$ cat config.mk
export PLATFORM = sky130hd
export DESIGN_NAME = sigdet_quad_top
export DESIGN_NICKNAME = d
export VERILOG_FILES = /design/src/rtl/sigdet_pkg.sv /design/src/rtl/sigdet_rst_sync.sv /design/src/rtl/sigdet_cfg_reg.sv /design/src/rtl/sigdet_chan.sv /design/src/rtl/sigdet_lane_ctl.sv /design/src/rtl/sigdet_quad_top.sv
export SDC_FILE = /design/constraint.sdc
export NUM_CORES = 1
export LEC_CHECK = 0
export CORE_ASPECT_RATIO = 0.75
export CORE_MARGIN = 2
export CORE_UTILIZATION = 30
export CTS_BUF_LIST = sky130_fd_sc_hd__clkbuf_4
export CTS_CLUSTER_DIAMETER = 200
export CTS_CLUSTER_SIZE = 8
export DETAILED_ROUTE_END_ITERATION = 10
export SYNTH_ARGS = -nofsm -noshare
export SYNTH_HDL_FRONTEND = slang
export SYNTH_SLANG_ARGS = --single-unit
export TNS_END_PERCENT = 1
$ cat constraint.sdc
create_clock -name clk_i -period 2.2 [get_ports clk_i]
set_input_delay 0.55 -clock clk_i [delete_from_list [all_inputs] [get_ports clk_i]]
set_output_delay 0.55 -clock clk_i [all_outputs]
set_load 0.05 [all_outputs]
$ cat src/rtl/sigdet_pkg.sv
package sigdet_pkg;
  localparam int CODE_W = 2;
  localparam int NCODE  = 1 << CODE_W;

  typedef enum logic [1:0] {
    HYS_HOLD = 2'd0,
    HYS_SET  = 2'd1,
    HYS_CLR  = 2'd2
  } hys_act_e;
endpackage

$ cat src/rtl/sigdet_rst_sync.sv
module sigdet_rst_sync #(
  parameter int STAGES = 2
) (
  input  logic clk_i,
  input  logic rst_ni,
  output logic rst_no
);
  logic [STAGES-1:0] sync_q;

  always_ff @(posedge clk_i or negedge rst_ni) begin
    if (!rst_ni) sync_q <= '0;
    else         sync_q <= {sync_q[STAGES-2:0], 1'b1};
  end

  assign rst_no = sync_q[STAGES-1];
endmodule

$ cat src/rtl/sigdet_cfg_reg.sv
module sigdet_cfg_reg #(
  parameter int W = 8
) (
  input  logic         clk_i,
  input  logic         rst_ni,
  input  logic         we_i,
  input  logic [W-1:0] wdata_i,
  output logic [W-1:0] q_o
);
  logic [W-1:0] q_q, q_d;

  always_comb begin
    q_d = q_q;
    if (we_i) q_d = wdata_i;
  end

  always_ff @(posedge clk_i or negedge rst_ni) begin
    if (!rst_ni) q_q <= '0;
    else         q_q <= q_d;
  end

  assign q_o = q_q;

  // a write lands on the edge where it is sampled
  p_write_lands_r11: assert property (@(posedge clk_i) disable iff (!rst_ni)
    we_i |=> (q_o == $past(wdata_i)));
  // without a write the byte keeps its value
  p_no_write_keeps_r11: assert property (@(posedge clk_i) disable iff (!rst_ni)
    !we_i |=> $stable(q_o));
endmodule

$ cat src/rtl/sigdet_chan.sv
module sigdet_chan
  import sigdet_pkg::*;
#(
  parameter int                       AMP_W  = 12,
  parameter logic [NCODE*AMP_W-1:0]   ON_TBL  = '0,
  parameter logic [NCODE*AMP_W-1:0]   OFF_TBL = '0
) (
  input  logic              clk_i,
  input  logic              rst_ni,
  input  logic              vld_i,
  input  logic [AMP_W-1:0]  amp_i,
  input  logic [CODE_W-1:0] on_code_i,
  input  logic [CODE_W-1:0] off_code_i,
  output logic              det_o
);
  logic [AMP_W-1:0] on_thr, off_thr;
  logic             inverted;
  hys_act_e         act;
  logic             det_q, det_d;

  // threshold lookup
  always_comb begin
    on_thr  = ON_TBL[int'(on_code_i)*AMP_W +: AMP_W];
    off_thr = OFF_TBL[int'(off_code_i)*AMP_W +: AMP_W];
    inverted = (off_thr >= on_thr);
  end

  // hysteresis decision
  always_comb begin
    act = HYS_HOLD;
    if (vld_i && !inverted) begin
      if (amp_i > on_thr)       act = HYS_SET;
      else if (amp_i < off_thr) act = HYS_CLR;
    end
  end

  always_comb begin
    case (act)
      HYS_SET: det_d = 1'b1;
      HYS_CLR: det_d = 1'b0;
      default: det_d = det_q;
    endcase
  end

  always_ff @(posedge clk_i or negedge rst_ni) begin
    if (!rst_ni) det_q <= 1'b0;
    else         det_q <= det_d;
  end

  assign det_o = det_q;

  // above the set level raises the flag
  p_rise_above_r4: assert property (@(posedge clk_i) disable iff (!rst_ni)
    (vld_i && (off_thr < on_thr) && (amp_i > on_thr)) |=> det_o);
  // below the clear level drops the flag
  p_fall_below_r4: assert property (@(posedge clk_i) disable iff (!rst_ni)
    (vld_i && (off_thr < on_thr) && (amp_i < off_thr)) |=> !det_o);
  // inside the band the flag holds
  p_band_hold_r4: assert property (@(posedge clk_i) disable iff (!rst_ni)
    (vld_i && (amp_i <= on_thr) && (amp_i >= off_thr)) |=> $stable(det_o));
  // no strobe, no change
  p_idle_hold_r6: assert property (@(posedge clk_i) disable iff (!rst_ni)
    !vld_i |=> $stable(det_o));
  // crossed levels freeze the flag
  p_crossed_hold_r7: assert property (@(posedge clk_i) disable iff (!rst_ni)
    (vld_i && (off_thr >= on_thr)) |=> $stable(det_o));
endmodule

$ cat src/rtl/sigdet_lane_ctl.sv
module sigdet_lane_ctl #(
  parameter int NCH = 4
) (
  input  logic           clk_i,
  input  logic           rst_ni,
  input  logic [NCH-1:0] det_i,
  input  logic           auto_en_i,
  input  logic [NCH-1:0] en_pin_i,
  input  logic           oob_dis_i,
  output logic [NCH-1:0] ch_en_o,
  output logic [NCH-1:0] mute_o
);
  always_comb begin
    for (int i = 0; i < NCH; i++) begin
      ch_en_o[i] = auto_en_i ? det_i[i] : en_pin_i[i];
      mute_o[i]  = !oob_dis_i && !det_i[i];
    end
  end

  // auto mode ties enable to the flag
  p_auto_follow_r8: assert property (@(posedge clk_i) disable iff (!rst_ni)
    auto_en_i |-> (ch_en_o == det_i));
  // squelch off means no lane muted
  p_squelch_off_r9: assert property (@(posedge clk_i) disable iff (!rst_ni)
    oob_dis_i |-> (mute_o == '0));
  // a lane with a signal is never muted
  p_live_unmuted_r9: assert property (@(posedge clk_i) disable iff (!rst_ni)
    (mute_o & det_i) == '0);
  // squelch on, every lane is live or muted
  p_quiet_muted_r9: assert property (@(posedge clk_i) disable iff (!rst_ni)
    !oob_dis_i |-> ((mute_o | det_i) == '1));
endmodule

$ cat src/rtl/sigdet_quad_top.sv
module sigdet_quad_top
  import sigdet_pkg::*;
#(
  parameter int                     NCH     = 4,
  parameter int                     AMP_W   = 12,
  parameter logic [NCODE*AMP_W-1:0] ON_TBL  = {AMP_W'(140), AMP_W'(150), AMP_W'(125), AMP_W'(130)},
  parameter logic [NCODE*AMP_W-1:0] OFF_TBL = {AMP_W'(90),  AMP_W'(105), AMP_W'(40),  AMP_W'(60)},
  localparam int                    CFG_W   = NCH*CODE_W
) (
  input  logic                 clk_i,
  input  logic                 rst_ni,
  input  logic [NCH-1:0]       amp_vld_i,
  input  logic [NCH*AMP_W-1:0] amp_i,
  input  logic                 on_we_i,
  input  logic                 off_we_i,
  input  logic [CFG_W-1:0]     cfg_wdata_i,
  output logic [CFG_W-1:0]     on_cfg_o,
  output logic [CFG_W-1:0]     off_cfg_o,
  input  logic                 auto_en_i,
  input  logic [NCH-1:0]       en_pin_i,
  input  logic                 oob_dis_i,
  output logic [NCH-1:0]       det_o,
  output logic [NCH-1:0]       ch_en_o,
  output logic [NCH-1:0]       mute_o
);
  logic           rst_n;
  logic [NCH-1:0] det;

  sigdet_rst_sync #(.STAGES(2)) u_rst (
    .clk_i(clk_i), .rst_ni(rst_ni), .rst_no(rst_n)
  );

  sigdet_cfg_reg #(.W(CFG_W)) u_on_cfg (
    .clk_i(clk_i), .rst_ni(rst_n), .we_i(on_we_i),
    .wdata_i(cfg_wdata_i), .q_o(on_cfg_o)
  );

  sigdet_cfg_reg #(.W(CFG_W)) u_off_cfg (
    .clk_i(clk_i), .rst_ni(rst_n), .we_i(off_we_i),
    .wdata_i(cfg_wdata_i), .q_o(off_cfg_o)
  );

  for (genvar g = 0; g < NCH; g++) begin : g_lane
    sigdet_chan #(
      .AMP_W(AMP_W), .ON_TBL(ON_TBL), .OFF_TBL(OFF_TBL)
    ) u_chan (
      .clk_i      (clk_i),
      .rst_ni     (rst_n),
      .vld_i      (amp_vld_i[g]),
      .amp_i      (amp_i[g*AMP_W +: AMP_W]),
      .on_code_i  (on_cfg_o[g*CODE_W +: CODE_W]),
      .off_code_i (off_cfg_o[g*CODE_W +: CODE_W]),
      .det_o      (det[g])
    );
  end

  sigdet_lane_ctl #(.NCH(NCH)) u_ctl (
    .clk_i(clk_i), .rst_ni(rst_n), .det_i(det),
    .auto_en_i(auto_en_i), .en_pin_i(en_pin_i), .oob_dis_i(oob_dis_i),
    .ch_en_o(ch_en_o), .mute_o(mute_o)
  );

  assign det_o = det;

  // flags are low while the internal reset is held
  p_reset_low_r1: assert property (@(posedge clk_i)
    !rst_n |=> (det_o == '0) || rst_n);
endmodule

* Word-level counts from Yosys, hierarchy flattened *
Cells that the tools add are included.

word-level totals
  logic and storage cells = 84
  flip-flop bits (word level) = 22
  memories = 0
  bits in read-only memories = 0
  latch bits = 0
  memory bits (writable) = 0
  bits of input ports = 70
  output and inout bits = 28

cells by class
  muxes and demuxes = 20
  shifts and indexed selects = 8
  magnitude comparators = 12
  reductions and logical operators = 21
  equality and inequality tests = 8
  div/mod/pow operators = 0
  bitwise operators = 0
  add/subtract/negate cells = 0
  multiply operators = 8

operators with widths
  operator                                                      number
  variable part select 48 x 32 -> 12 bit, first input constant  8
  >= comparator 12 bit                                          4
  greater-than comparator 12 bit                                4
  less-than comparator 12 bit                                   4
  multiplier 2 x 2 -> 4 bit, second input constant              8
  2-to-1 mux 2 bit                                              12
  zero test 1 bit                                               9
  equality test 2 x 1 -> 1 bit, second input constant           4
  equality test 2 bit, second input constant                    4
  logical AND 1 bit                                             8
  case mux 1 bit (2 select lines)                               4
  nonzero test 2 bit                                            4
  2-to-1 mux 1 bit                                              4

* Logic depth before layout (Yosys ltp) *
Gate-level depths: netlist of run 1.

  depth after elaboration = 8
  gate-level depth with buffers = 12
  gate-level depth less buffers = 12

* By module *
From an unflattened synthesis of run 1, not the netlist that was laid out.

second synthesis, totals
  cells, all modules = 345
  area total of the unflattened synthesis = 3308.2 sq um

by module, submodules not included
  module                              times used  cells an instance  area each (sq um)  sequential area each (sq um)
  sigdet_chan (g_lane[0].u_chan ...)  3           75                 628.1              25.0
  sigdet_cfg_reg                      2           17                 331.6              200.2
  sigdet_chan (g_lane[3].u_chan)      1           75                 646.9              25.0
  sigdet_lane_ctl                     1           8                  60.1               0.0
  sigdet_rst_sync                     1           3                  53.8               50.0

* Least setup slack after synthesis of run 1 *
OpenSTA, ideal clock, no wires.

  kind = reg-to-reg
  start = register u_on_cfg.q_q[4], in the netlist u_on_cfg.q_o[4]
  end = register g_lane[2].u_chan.det_q
  setup time = 0.126 ns
  clock period less this slack = 2.970 ns
  slack = -0.770 ns
  path buffers = 0
  required time = 2.074 ns
  arrival = 2.844 ns
  stages on the path, launching flop included = 13
  path through = dfrtp_1 inv_1 ha_1 inv_1 ha_1 nand2_1 or4b_4 o211ai_2 o31ai_1 and4_1 ha_1 nand2_1 o21ai_0

between the ends
  longest elaborated chain between the ends = 8
  elaborated cells between the ends (all ways) = 12
  classes of those cells = mul (1); order compare (2); eq/ne (2); shift (1); mux (3); reduce/logical (3)

ends and longest elaborated chain
  what                                                                          RTL line              source
  start, declared                                                               sigdet_cfg_reg.sv:10  logic [W-1:0] q_q, q_d;
  start signal, assigned                                                        sigdet_cfg_reg.sv:19  else q_q <= q_d;
  multiplier 2 x 2 -> 4 bit *                                                   sigdet_chan.sv:23     on_thr = ON_TBL[int'(on_code_i)*AMP_W +: AMP_W];
  variable part select 48 x 32 -> 12 bit *                                      sigdet_chan.sv:23
  >= comparator 12 bit                                                          sigdet_chan.sv:25     inverted = (off_thr >= on_thr);
  zero test 1 bit                                                               sigdet_chan.sv:31     if (vld_i && !inverted) begin
  logical AND 1 bit                                                             sigdet_chan.sv:31
  2-to-1 mux 2 bit *                                                            sigdet_chan.sv:31
  equality test 2 bit / equality test 2 x 1 -> 1 bit (equally long branches)    sigdet_chan.sv:38     case (act)
  case mux 1 bit (2 select lines) / nonzero test 2 bit (equally long branches)  --
  end signal, assigned                                                          sigdet_chan.sv:47     else det_q <= det_d;
  end, declared                                                                 sigdet_chan.sv:19     logic det_q, det_d;

Mark *: on every way between the ends. The rest lies on a longest branch, timed or not.
A chain may end at the register's enable or synchronous reset.

* Final worst setup path of run 1 *
Ends and elaborated chain as after synthesis.

==> results.toml, run 1 <==
[outcome]
status = "finished, violations left"
violations = "negative setup slack"

[floorplanning]
die_x_microns = 123
pin_count = 98
start_util = 0.310
rows = 32
die_h_microns = 93.4
coreArea_sq_um = 10300
dieArea_sq_um = 11500

[worst_setup_path]
path_common_cell = "ha_4"
critPathLaunch = "u_on_cfg.q_o[4]$_DFFE_PN0P_"
worst_setup_path_end_kind = "register"
path_class = "reg2reg"
cp_top_family = "adder cells"
cp-start-kind = "register"
critical_path_peak_fanout = 4
required_ps = 2420
critPathMaxStageDelay_ps = 540
crit_slowest_cell = "or4b_4"
r2r_start = "u_on_cfg.q_o[4]$_DFFE_PN0P_"
cp_data_arrival_time_ps = 2860
worst-path-buf-inv = 2
cp_cell_sequence = "buf_4 > ha_4 > ha_4 > inv_1 > or4b_4 > o311ai_1 > ha_4 > nand2_1 > o21ai_1"

[yosys]
yosys.area.top_type = "ha_1"
synth_common_cells = "103 x ha_1, 44 x inv_1, 33 x nand2_1"
ys_seq_elements = 22
yosysSeqAreaShare = 0.172
avgSynthCellArea_sq_um = 8.99
muxShareOfSynthArea = 0.0141
synth_top_family_by_area = "adder cells"
syn_area_sq_um = 3200
yosys-top-cells-area = "ha_1 40%, dfrtp_1 17%, inv_1 5.2%, o21ai_0 4.2%, nand2_1 3.9%"
synth.most_common_cell = "ha_1"
synth_compound_area_frac = 0.184
synthSimpleGateAreaFrac = 0.140
ys_warn_count = 0
synth-adder-area-share = 0.403
synthCells = 356
synth_nets = 529
synth_edf_count = 0
yosysUniqueCellTypes = 41
synth.top_cell.area_share = 0.403
synth-xor-area-share = 0.0219
ys.flop_type = "dfrtp_1"
async_flop_share = 1.00

[sta]
finClkSkew_ps = 4.31
setup_ws_ps = -435
period_needed_ps = 2640
relSlewSlack = 0.456
tightest_slew_ps = 816
slew_viol_final = 0
final_hold_viol_count = 0
holdWs_ps = 347
period_share = 1.20
fmax_mhz = 379
setup_viol = 4
rsz0062_at_grt = "yes"

[cts]
holdBufCountCts = 0
clkTransAtPathRegs_ps = 130
root_buffer = "clkbuf_4"
cts_tree = "yes"
clock_sinks = 22
cts_buffers = 3
insertion_delay_ps = 320
htree_levels = 1
cts.path.max_buffers = 2

[power_and_ir_drop]
p_sw_uw = 921
p_clk_frac = 0.093
power_density_nw_per_um2 = 402
p_int_uw = 1230
p_seq_frac = 0.236
p_sw_frac = 0.427
p_leak_uw = 0.00257
peakVddDrop_mv = 0.268
pwr-share-comb = 0.671

[drt]
drt_iter0_markers = 127
wl_per_cell_microns = 13.7
first_pass_iters = 4
viasPerCell = 4.75
routed_wl_mm = 9.41
ant_nets = 0
drc = 0
vias = 3256

[global_route]
overflow = 0
antenna_found_initial = 1
grt_max_degree = 20
grt_pass1_vias = 3370
grt_pass1_wl_mm = 15.4
track_usage = 0.165

[placed_design]
gp_congestion = 0.851
place_area_sq_um = 5080
pre_cts_slack_ps = -814
dpl.hpwl_mm = 7.93
numPortBuffers = 97

[finish]
nets = 722
drive_above_1_share = 0.343
utilization = 0.520
design_area_sq_um = 5370
area_growth_pct = 67.8

[worst_hold_path]
hold_path.class = "reg2async"

[flow_run]
max_cap_viol_count = 0
cell usage in the layout (no fill, tap or decap), types with 6 or more instances in the layout:
cell,n
ha_4,15
clkdlybuf4s50_1,66
nand2b_1,6
dfrtp_1,10
nand3_1,7
inv_1,32
nand2_1,32
o21ai_0,22
dfrtp_2,10
buf_4,114
ha_1,87
nor2_1,12
inv_4,7
a21o_1,15
a21oi_1,7
dlygate4sd2_1,9
logic make-up after synthesis:
family / count (synthesis)
adders and majority gates: 103
DFF: 22
xor gates and xnor gates: 8
AOI/OAI and AO/OA: 85
muxes: 4
buffers and inverters: 50
other: 1
and+or+nand+nor: 83
what timing repair did:
item                                   CTS  global route
pin swaps                               16            12
buffers inserted                         5             5
resized for setup                       30            29
setup endpoints to repair               15             6
endpoints found under the hold margin    0             0
routing by layer:
metal,vias to the layer above,part of all wire,track usage
li1,1684,-,-
met1,1520,0.48,0.219
met2,48,0.48,0.292
met3,4,0.036,0.0323
met4,0,0.0039,0.00568
met5,-,0,0
area by class of cell:
class                   instances  area (sq um)
flip-flops and latches         22           571
multi-input cells             284          2730
clock inverters                 1          3.75
fillers                       999          4960
clock buffers                   3          22.5
diodes                          1          2.50
well taps                     136           170
inverters                      44           183
repair buffers                194          1690
state kept, by name (all words and copies together), names as in the netlist:
| name | count |
|---|---|
| u_off_cfg.q_o | 8 |
| u_on_cfg.q_o | 8 |
| u_rst.sync_q | 2 |
| g_lane.u_chan.det_o | 4 |
per-stage QoR:
step | cells | setup TNS, ps | power [uW]
after floorplan | 356 | -1800 | 1230
after global placement | 670 | -3200 | 1830
after detailed placement | 670 | -3440 | 1860
after CTS | 679 | -1670 | 2130
after global routing | 685 | -2000 | 2350
final | 685 | -1540 | 2160
power by group through the flow:
stage	Clock [uW]	Combinational [uW]	Sequential, uW
finish	200	1450	508
global route	235	1590	518
global placement	0	1310	517
CTS	222	1390	510
detailed placement	0	1340	519
floorplan	0	629	603
worst paths after layout:
| check | slack (ps) | cells after the start | to |
|---|---|---|---|
| min in group clk_i | 370 | 0 | u_rst.sync_q[1]$_DFF_PN0_ |
| worst min register to register | 350 | 0 | u_on_cfg.q_o[2]$_DFFE_PN0P_ |
| max in group asynchronous | 1260 | 0 | u_on_cfg.q_o[6]$_DFFE_PN0P_ |
| worst max-delay path | -440 | 9 | g_lane[2].u_chan.det_o$_DFFE_PN0P_ |
| worst min-delay path | 350 | 0 | u_on_cfg.q_o[2]$_DFFE_PN0P_ |
| worst max register to register | -440 | 9 | g_lane[2].u_chan.det_o$_DFFE_PN0P_ |
Power figures use the tool's default switching activity.
==> inputs of run 2 (changes only) <==
CAP_MARGIN = 20   (was not set)
REMOVE_ABC_BUFFERS = 1   (was not set)
==> results.toml, run 2 (synthesis gave the netlist of run 1 again) <==
[outcome]
status = "finished, violations left"
violations = "negative setup slack"

[floorplanning]
start_util = 0.310
die_x_microns = 123
coreArea_sq_um = 10300
dieArea_sq_um = 11500
rows = 32
pin_count = 98
die_h_microns = 93.4

[power_and_ir_drop]
peakVddDrop_mv = 0.225
power_density_nw_per_um2 = 400
finalPower_uw = 2250
p_leak_uw = 0.00270

[worst_setup_path]
cp_data_arrival_time_ps = 2890
path_class = "in2reg"
worst_setup_path_end_kind = "register"
r2r_start = "u_on_cfg.q_o[4]$_DFFE_PN0P_"
critPathLaunch = "amp_i[34]"
cp-start-kind = "primary input"
critical_path_peak_fanout = 3
required_ps = 2450

[finish]
layout_common_cells = "127 x buf_4, 77 x ha_1, 63 x clkdlybuf4s50_1, 31 x inv_1, 28 x nand2_1"
area_growth_pct = 76.2
layout_commonest_cell = "buf_4"
seq_area_sq_um = 552
design_area_sq_um = 5640
nFillCells = 967
multiInputGateArea_sq_um = 2880
drive_above_1_share = 0.375
nets = 739

[drt]
dr_wl_met2_mm = 4.92
viasPerCell = 4.73
routed_wl_mm = 9.96
wl_per_cell_microns = 14.2
first_pass_iters = 4
wl_met1_mm = 4.70
vias = 3317
ant_nets = 0
drt_iter0_markers = 83
wl_met3_microns = 307
dr.max_layer_used = "met4"
drc = 0

[global_route]
grt_max_degree = 17
grt_pass1_wl_mm = 15.5
track_usage = 0.166
grt_pass1_vias = 3409
antenna_found_initial = 0
overflow = 0

[cts]
root_buffer = "clkbuf_4"
clkTransAtPathRegs_ps = 140
clock_sinks = 22
cts_tree = "yes"
cts.path.max_buffers = 2
cts_buffers = 3
insertion_delay_ps = 310
htree_levels = 1

[sta]
setup_ws_ps = -445
tightest_slew_ps = 580
final_hold_viol_count = 0
relSlewSlack = 0.612
period_share = 1.20
period_needed_ps = 2650
rsz0062_at_grt = "yes"
tns_ps = -1560
fmax_mhz = 378
slew_viol_final = 0
setup_viol = 4
finClkSkew_ps = 7.63

[flow_run]
max_cap_viol_count = 0

[placed_design]
place_area_sq_um = 5070
numPortBuffers = 97
dpl.hpwl_mm = 7.91
gp_congestion = 0.790
pre_cts_slack_ps = -829

[worst_hold_path]
hold_path.class = "reg2async"
==> run 2: worst max-delay path, cell delays in order <==
cell and delay [ps]:
clkdlybuf4s50_1 420, or4_4 430, or4b_4 580, o211ai_2 210
o31ai_1 100, and4_1 220, ha_4 280, nand2_2 40
o21ai_1 80
==> run 2: where the power goes <==
| group | internal (uW) | switching [uW] |
|---|---|---|
| Sequential | 445 | 50.7 |
| Clock | 66.3 | 132 |
| Combinational | 781 | 779 |
| Total | 1290 | 962 |
==> run 2: layout make-up <==
cell class | count | area share
clock inverters | 1 | 0.000666
diodes | 1 | 0.000444
inverters | 44 | 0.0311
multi-input cells | 284 | 0.511
clock buffers | 3 | 0.00400
repair buffers | 211 | 0.325
flip-flops and latches | 22 | 0.0979
well taps | 136 | 0.0302
==> run 2: path summary, 6_finish.rpt <==
path | slack, ps | cells past startpoint | end
max | -450 | 9 | g_lane[2].u_chan.det_o$_DFFE_PN0P_
min | 200 | 0 | u_on_cfg.q_o[3]$_DFFE_PN0P_
max reg2reg | -440 | 12 | g_lane[2].u_chan.det_o$_DFFE_PN0P_
min reg2reg | 200 | 0 | u_on_cfg.q_o[3]$_DFFE_PN0P_
max in group asynchronous | 1490 | 1 | g_lane[0].u_chan.det_o$_DFFE_PN0P_
min in group clk_i | 360 | 0 | u_rst.sync_q[1]$_DFF_PN0_
==> run 2: timing repair <==
item / in CTS / in global routing
setup buffers: 8 / 5
endpoints found under the setup margin: 11 / 8
hold buffers: 0 / 0
gates resized for setup: 50 / 51
pin swaps: 21 / 28
==> run 2: routing by layer <==
metal,up-vias,track usage
met3,4,0.0220
met4,0,0.0161
met2,62,0.291
li1,1716,-
met1,1535,0.224
met5,-,0
==> run 2: per-stage QoR <==
step	instances	util	hold slack (ps)
CTS	696	0.512	233
global route	701	0.545	246
global placement	684	0.491	201
finish	702	0.546	197
floorplan	350	-	253
detailed placement	684	0.491	198
==> inputs of run 3 (changes only) <==
CORE_UTILIZATION = 40   (was 30)
PLACE_DENSITY = 0.7   (was not set)
==> results.toml, run 3 (synthesis gave the netlist of run 1 again) <==
[power_and_ir_drop]
power_density_nw_per_um2 = 406
p_int_uw = 1260
peakVddDrop_mv = 0.285
pwr-share-comb = 0.691
p_sw_uw = 944
p_seq_frac = 0.223
p_clk_frac = 0.086
p_leak_uw = 0.00267
p_sw_frac = 0.428

[sta]
slew_viol_final = 0
final_hold_viol_count = 0
tightest_slew_ps = 826
finClkSkew_ps = 12.7
tns_ps = -1610
period_needed_ps = 2680
setup_viol = 4
relSlewSlack = 0.449
holdWs_ps = 351
setup_ws_ps = -477
rsz0062_at_grt = "yes"
fmax_mhz = 374
period_share = 1.22

[worst_hold_path]
hold_path.class = "reg2async"

[placed_design]
place_area_sq_um = 5020
dpl.hpwl_mm = 7.93
gp_congestion = 0.886
dp.cells = 651
numPortBuffers = 97

[cts]
holdBufCountCts = 0
clock_sinks = 22
clkTransAtPathRegs_ps = 130
root_buffer = "clkbuf_4"
cts.path.max_buffers = 2
insertion_delay_ps = 310
cts_buffers = 3
cts_tree = "yes"
htree_levels = 1

[floorplanning]
rows = 28
die_x_microns = 107
dieArea_sq_um = 8740
start_util = 0.410
coreArea_sq_um = 7810
pin_count = 98
die_h_microns = 81.5

[worst_setup_path]
cp_data_arrival_time_ps = 2890
cp-start-kind = "primary input"
critical_path_peak_fanout = 3
worst_setup_path_end_kind = "register"
path_class = "in2reg"
cp_cell_sequence = "clkdlybuf4s50_1 > ha_4 > nand2_2 > or4b_4 > o211ai_4 > buf_4 > o311ai_1 > ha_1 > nand2_1 > o21ai_1"
crit_slowest_cell = "or4b_4"
critPathMaxStageDelay_ps = 520
required_ps = 2410

[finish]
layout_common_cells = "124 x buf_4, 86 x ha_1, 61 x clkdlybuf4s50_1, 31 x inv_1, 29 x nand2_1"
nets = 735
multiInputGateArea_sq_um = 2760
layout_commonest_cell = "buf_4"
utilization = 0.696
drive_above_1_share = 0.344
antennaDiodeCount = 0
area_growth_pct = 69.8
nFillCells = 632
seq_area_sq_um = 552
design_area_sq_um = 5430
fin_cells = 666

[global_route]
overflow = 0
track_usage = 0.224
grt_max_degree = 21
antenna_found_initial = 0
grt_pass1_vias = 3439
grt_pass1_wl_mm = 15.9

[drt]
routed_wl_mm = 9.89
drc = 0
wl_per_cell_microns = 14.8
ant_nets = 0
vias = 3421
first_pass_iters = 4
drt_iter0_markers = 79
viasPerCell = 5.14

[outcome]
status = "finished, violations left"
violations = "negative setup slack"

[flow_run]
max_cap_viol_count = 0
## run 3: cell count changes in the layout (fill, tap and decap cells not counted), sizes merged
cell and change:
buf -5, clkdlybuf4s50 -2, diode -1, dlygate4sd2 +4
dlymetal6s2s -1
## run 3: path summary, 6_finish.rpt
check                                                 start                            endpoint  slack (ps)  cells after the start
worst min register to register    u_rst.sync_q[1]$_DFF_PN0_  g_lane[0].u_chan.det_o$_DFFE_PN0P_         350                      0
worst max-delay path                              amp_i[29]  g_lane[2].u_chan.det_o$_DFFE_PN0P_        -480                     10
worst max register to register  u_on_cfg.q_o[5]$_DFFE_PN0P_  g_lane[2].u_chan.det_o$_DFFE_PN0P_        -450                     12
worst min-delay path              u_rst.sync_q[1]$_DFF_PN0_  g_lane[0].u_chan.det_o$_DFFE_PN0P_         350                      0
min in group clk_i                u_rst.sync_q[0]$_DFF_PN0_           u_rst.sync_q[1]$_DFF_PN0_         350                      0
max in group asynchronous         u_rst.sync_q[1]$_DFF_PN0_         u_on_cfg.q_o[2]$_DFFE_PN0P_        1270                      0
## run 3: power by group through the flow
stage	Sequential, uW	Clock [uW]	Combinational (uW)
CTS	492	207	1450
global route	501	221	1670
detailed placement	500	0	1350
global placement	498	0	1300
floorplan	636	0	542
finish	492	189	1520
## run 3: per-stage QoR
step	total power (uW)	worst slack, ps
2_1_floorplan	1180	-783
3_3_place_gp	1800	-762
3_5_place_dp	1850	-830
4_1_cts	2150	-400
5_1_grt	2390	-522
6_report	2210	-477
## run 3: what timing repair did
action	in CTS	in global routing
setup endpoints to repair	12	7
buffers inserted	8	3
endpoints found under the hold margin	0	0
pin swaps	26	17
gates resized for setup	60	28
gates cloned	0	0
## run 3: layout make-up
cell class | instances | area share
clock buffers | 3 | 0.00414
repair buffers | 207 | 0.329
inverters | 44 | 0.0318
flip-flops and latches | 22 | 0.102
clock inverters | 1 | 0.000691
multi-input cells | 284 | 0.508
well taps | 105 | 0.0242
## run 3: metal layers
metal	vias to the layer above	global-route usage	routed length [microns]
li1	1709	-	-
met1	1646	0.281	4360
met2	62	0.434	5120
met3	4	0.0246	374
met4	0	0.0195	29
met5	-	0	0
## run 3: worst max-delay path: cells and delay by family
kind | cells | cell delay [ps]
compound gates | 3 | 410
fa+ha+maj | 2 | 670
buf+inv | 2 | 650
simple gates | 3 | 620
